File: config.mk
export PLATFORM = sky130hd
export DESIGN_NAME = sym_da_fir
export DESIGN_NICKNAME = d
export VERILOG_FILES = /design/src/rtl/fir_da_pkg.sv /design/src/rtl/fir_fold.sv /design/src/rtl/fir_da_vmul.sv /design/src/rtl/sym_da_fir.sv
export SDC_FILE = /design/constraint.sdc
export NUM_CORES = 1
export LEC_CHECK = 0
export BUFFER_PORTS_ARGS = -buffer_cell sky130_fd_sc_hd__buf_2
export CORE_MARGIN = 2
export CORE_UTILIZATION = 50
export DETAILED_ROUTE_END_ITERATION = 16
export GPL_TIMING_DRIVEN = 0
export PLACE_DENSITY_LB_ADDON = 0.12
export SLEW_MARGIN = 10
export SYNTH_ARGS = -nofsm -noshare
export SYNTH_HDL_FRONTEND = slang
export SYNTH_SLANG_ARGS = --single-unit
File: constraint.sdc
create_clock -name clk -period 11.08 [get_ports clk]
set_input_delay 2.216 -clock clk [delete_from_list [all_inputs] [get_ports clk]]
set_output_delay 2.216 -clock clk [all_outputs]
set_load 0.01 [all_outputs]
File: src/rtl/fir_da_pkg.sv
package fir_da_pkg;

    // How the two members of a mirrored tap pair are combined
    typedef enum logic {
        FOLD_ADD = 1'b0,
        FOLD_SUB = 1'b1
    } fold_e;

endpackage

File: src/rtl/fir_fold.sv
// Combines the eight taps of one section into four mirrored pair words.
module fir_fold
    import fir_da_pkg::*;
#(
    parameter int    DW   = 8,
    parameter fold_e FOLD = FOLD_ADD,
    localparam int   PW   = DW + 1
) (
    input  logic [7:0][DW-1:0] tap,
    output logic [3:0][PW-1:0] pair
);

    logic [3:0][PW-1:0] near_w;
    logic [3:0][PW-1:0] far_w;

    for (genvar k = 0; k < 4; k++) begin : g_ext
        assign near_w[k] = {tap[k][DW-1], tap[k]};
        assign far_w[k]  = {tap[7-k][DW-1], tap[7-k]};
    end

    if (FOLD == FOLD_ADD) begin : g_add
        for (genvar k = 0; k < 4; k++) begin : g_k
            assign pair[k] = near_w[k] + far_w[k];
        end
    end else begin : g_sub
        for (genvar k = 0; k < 4; k++) begin : g_k
            assign pair[k] = near_w[k] - far_w[k];
        end
    end

endmodule

File: src/rtl/fir_da_vmul.sv
// Four-input constant vector multiplier built from subset-sum tables.
module fir_da_vmul #(
    parameter int PW = 9,
    parameter int CW = 8,
    parameter int IW = 17,
    parameter logic [3:0][CW-1:0] COEF = '0
) (
    input  logic [3:0][PW-1:0] word,
    output logic [IW-1:0]      prod
);

    function automatic logic [IW-1:0] subset_sum(input int sel);
        logic [IW-1:0] acc;
        acc = '0;
        for (int i = 0; i < 4; i++) begin
            if (sel[i]) acc = acc + IW'($signed(COEF[i]));
        end
        return acc;
    endfunction

    logic [IW-1:0] lut [16];

    for (genvar a = 0; a < 16; a++) begin : g_lut
        assign lut[a] = subset_sum(a);
    end

    always_comb begin
        logic [3:0]    addr;
        logic [IW-1:0] term;
        prod = '0;
        for (int b = 0; b < PW; b++) begin
            addr = {word[3][b], word[2][b], word[1][b], word[0][b]};
            term = lut[addr] << b;
            if (b == PW - 1) prod = prod - term;
            else             prod = prod + term;
        end
    end

endmodule

File: src/rtl/sym_da_fir.sv
module sym_da_fir
    import fir_da_pkg::*;
#(
    parameter int    DW   = 8,
    parameter int    CW   = 8,
    parameter int    NSEC = 1,
    parameter int    OW   = DW + NSEC + CW,
    parameter int    IW   = OW,
    parameter bit    PIPE = 1'b1,
    parameter fold_e FOLD = FOLD_ADD,
    parameter logic [NSEC*4-1:0][CW-1:0] COEFS = {8'sd100, 8'sd45, -8'sd10, -8'sd3}
) (
    input  logic          clk,
    input  logic          clr,
    input  logic [DW-1:0] x_in,
    output logic [OW-1:0] y_out
);

    localparam int NTAP  = 8 * NSEC;
    localparam int NPAIR = 4 * NSEC;
    localparam int PW    = DW + 1;

    typedef struct packed {
        logic [NTAP-1:0][DW-1:0]  taps;
        logic [NPAIR-1:0][PW-1:0] pre;
        logic [OW-1:0]            y;
    } state_t;

    state_t st_d, st_q;

    logic [NPAIR-1:0][PW-1:0] fold_w;
    logic [IW-1:0]            sec_prod [NSEC];
    logic [IW-1:0]            acc_w;
    logic [OW-1:0]            y_scaled;

    for (genvar s = 0; s < NSEC; s++) begin : g_sec
        logic [3:0][PW-1:0] pw;
        logic [3:0][PW-1:0] mac_in;
        logic [IW-1:0]      part;

        fir_fold #(.DW(DW), .FOLD(FOLD)) u_fold (
            .tap  (st_q.taps[8*s +: 8]),
            .pair (pw)
        );

        assign fold_w[4*s +: 4] = pw;

        if (PIPE) begin : g_reg
            assign mac_in = st_q.pre[4*s +: 4];
        end else begin : g_comb
            assign mac_in = pw;
        end

        fir_da_vmul #(
            .PW(PW), .CW(CW), .IW(IW), .COEF(COEFS[4*s +: 4])
        ) u_vmul (
            .word (mac_in),
            .prod (part)
        );

        assign sec_prod[s] = part;
    end

    always_comb begin
        acc_w = '0;
        for (int s = 0; s < NSEC; s++) acc_w = acc_w + sec_prod[s];
    end

    if (OW <= IW) begin : g_trim
        assign y_scaled = acc_w[IW-1 -: OW];
    end else begin : g_ext
        assign y_scaled = {{(OW-IW){acc_w[IW-1]}}, acc_w};
    end

    always_comb begin
        st_d      = st_q;
        st_d.taps = {st_q.taps[NTAP-2:0], x_in};
        st_d.pre  = fold_w;
        st_d.y    = y_scaled;
    end

    always_ff @(posedge clk or posedge clr) begin
        if (clr) st_q <= '0;
        else     st_q <= st_d;
    end

    assign y_out = st_q.y;

endmodule

==> out/metrics.cfg <==
[timing]
fmax_ghz = 0.1674
rsz0062_at_grt = false
maxSlewViolCount = 0
hold_slack_ps = 377.3
fin_crit_ps = 5973
setup_violations = 0
skew_ps = 6.231
post-route-period-util_pct = 53.91
slew_headroom_pct = 39.32
finalHoldViolCount = 0
finalSetupTns_ps = 0
max_slew.worst_pin.slew_ps = 903.2

[global_route]
first_global_vias = 5570
overflow = 0
antenna_found_initial = 0
track_usage_pct = 18.88
grt_start_max_net_pins = 78
grt_pass1_wl_um = 26190

[synth]
synth.largest_area_cell = dfrtp_1
yosys-top-cells-area = dfrtp_1 35%, fa_1 18%, ha_1 14%
synth_commonest_cells = 151 x inv_1, 117 x dfrtp_1, 92 x ha_1
syn_inst = 790
yosys.cell_types.count = 45
synth.avg_cell_area_sq_um = 10.53
synth_ff_type = dfrtp_1
seq_area_frac_synth_pct = 35.18
synth_edf_count = 0
yosysWarnings = 0
ys_async_sr_fraction_pct = 100.0
synth_nets = 967
synthMostInstantiatedCell = inv_1
synth-seq-cells = 117
netlist_area_sq_um = 8322
synth_top_area_share_pct = 35.18

[clocking]
cts.sinks = 117
insertion_delay_ps = 420
clkTransAtPathRegs_ps = 60
h-tree-depth = 4
cts_tree = yes
clockBufferDepth = 2
cts_setup_buffers = 0
root_buffer = clkbuf_16
post_cts_resized = 0
cts_buffers = 17
holdBufCountCts = 0

[detailed_routing]
totalWireLength_um = 15110
drc = 0
ant_nets = 0
drtPass1Iterations = 4
viasPerCell = 4.949
num_vias = 5291
first_iter_violations = 264
wire_per_inst_um = 14.13

[setup_path]
worstPathMaxFanout = 6
cp.arrival_ps = 6270
worstSetupPathType = reg -> reg
cp_data_required_time_ps = 11380
endpoint_kind = register
start_kind = register

[floorplanning]
initial_utilization_pct = 50.72
coreArea_sq_um = 16410
fp.dieH_um = 133.0
die-area_sq_um = 17690
rows = 47
ios = 27
die_w_um = 133.0

[hold_path]
hold_path_class = reg -> reg

[placement]
gp_congestion = 0.8757
portBuffers = 26
post-dp-hpwl_um = 12080
dp_cells = 1037

[finish]
synthToLayoutAreaGrowth_pct = 12.90
fin_nets = 1013
insertedDiodeCount = 0
stdcell_count = 1069
drive_gt1_share_pct = 8.716
n_fill_cell = 1399
final_util_pct = 57.26

[outcome]
status = completed

[run]
maxCapViolCount = 0

==> layout make-up <==
class | instances | area [sq um] | share of cell area [%]
well taps | 220 | 275.3 | 2.930
repair buffers | 27 | 157.7 | 1.678
clock inverters | 14 | 196.4 | 2.091
clock buffers | 18 | 439.2 | 4.674
multi-input cells | 504 | 4750 | 50.55
inverters | 151 | 571.8 | 6.086
plain buffers | 18 | 77.57 | 0.8257
flip-flops and latches | 117 | 2928 | 31.16
==> cells by family after synthesis <==
family | synth area share, %
compound gates | 9.593
xor+xnor | 4.526
fa+ha+maj | 31.87
buf+inv | 7.743
flops | 35.18
mux | 3.654
simple gates | 7.428
==> path summary, 6_finish.rpt <==
| path | cells past startpoint | from | to | slack [ps] |
|---|---|---|---|---|
| worst max register to register | 19 | g_sec[0].mac_in[9] | y_out[16] | 5110 |
| max in group asynchronous | 3 | clr | g_sec[0].mac_in[26] | 8600 |
| min in group asynchronous | 2 | clr | st_d[102] | 1790 |
| worst min register to register | 0 | st_d[108] | st_d[116] | 380 |
| worst max-delay path | 19 | g_sec[0].mac_in[9] | y_out[16] | 5110 |
| worst min-delay path | 0 | st_d[108] | st_d[116] | 380 |
==> registers in the layout, summed over array words and instances (netlist names) <==
name and cells:
st_d 56, g_sec.mac_in 36, st_q 8, y_out 17
==> layer usage <==
layer,track usage [%],vias to the layer above,share of wire (%)
met1,24.32,2598,47
met4,6.989,0,2.0
li1,-,2620,-
met5,0,-,0
met2,32.07,53,49
met3,3.333,20,2.0
==> through the flow <==
| stage | area, sq um | setup WS, ps |
|---|---|---|
| 2_1_floorplan | 8322 | 5763 |
| 3_3_place_gp | 8727 | 4665 |
| 3_5_place_dp | 8760 | 4987 |
| 4_1_cts | 9395 | 4957 |
| 5_1_grt | 9395 | 4568 |
| 6_report | 9395 | 5107 |
==> worst max-delay path, cell delays in order (launching register included) <==
cell       delay (ps)
dfrtp_1           400
inv_1             110
ha_1              240
nor3_1            740
inv_1             430
o21ai_0           240
fa_1              470
fa_1              550
inv_1              50
fa_1              470
inv_1              40
ha_1              270
ha_1              230
fa_1              490
a211oi_1          290
o21ai_1           140
o211a_1           160
o2111ai_2         240
a311oi_2          140
xnor2_1           140
==> cell usage in the layout, fill, tap and decap left out, drive strengths merged, types with 2 or more instances in the layout <==
cell type,synthesis,routed
nand2b,6,6
nand2,33,33
ha,92,92
and3,3,3
fa,75,75
nor3,18,18
o21ai,39,39
o21a,5,5
mux2,3,3
inv,151,155
nor2b,15,15
a21o,12,12
nor2,55,55
clkbuf,13,31
bufinv,0,4
dfrtp,117,117
buf,5,32
o31a,2,2
or3,3,3
clkinv,0,6
xnor2,33,33
a31oi,6,6
a21oi,40,40
xor2,10,10
o21bai,2,2
o41ai,4,4
mux2i,27,27
a21boi,4,4
a211oi,7,7
Power is not shown: default switching activity piles up to over one toggle a cycle in this logic, so the estimate is an artifact.
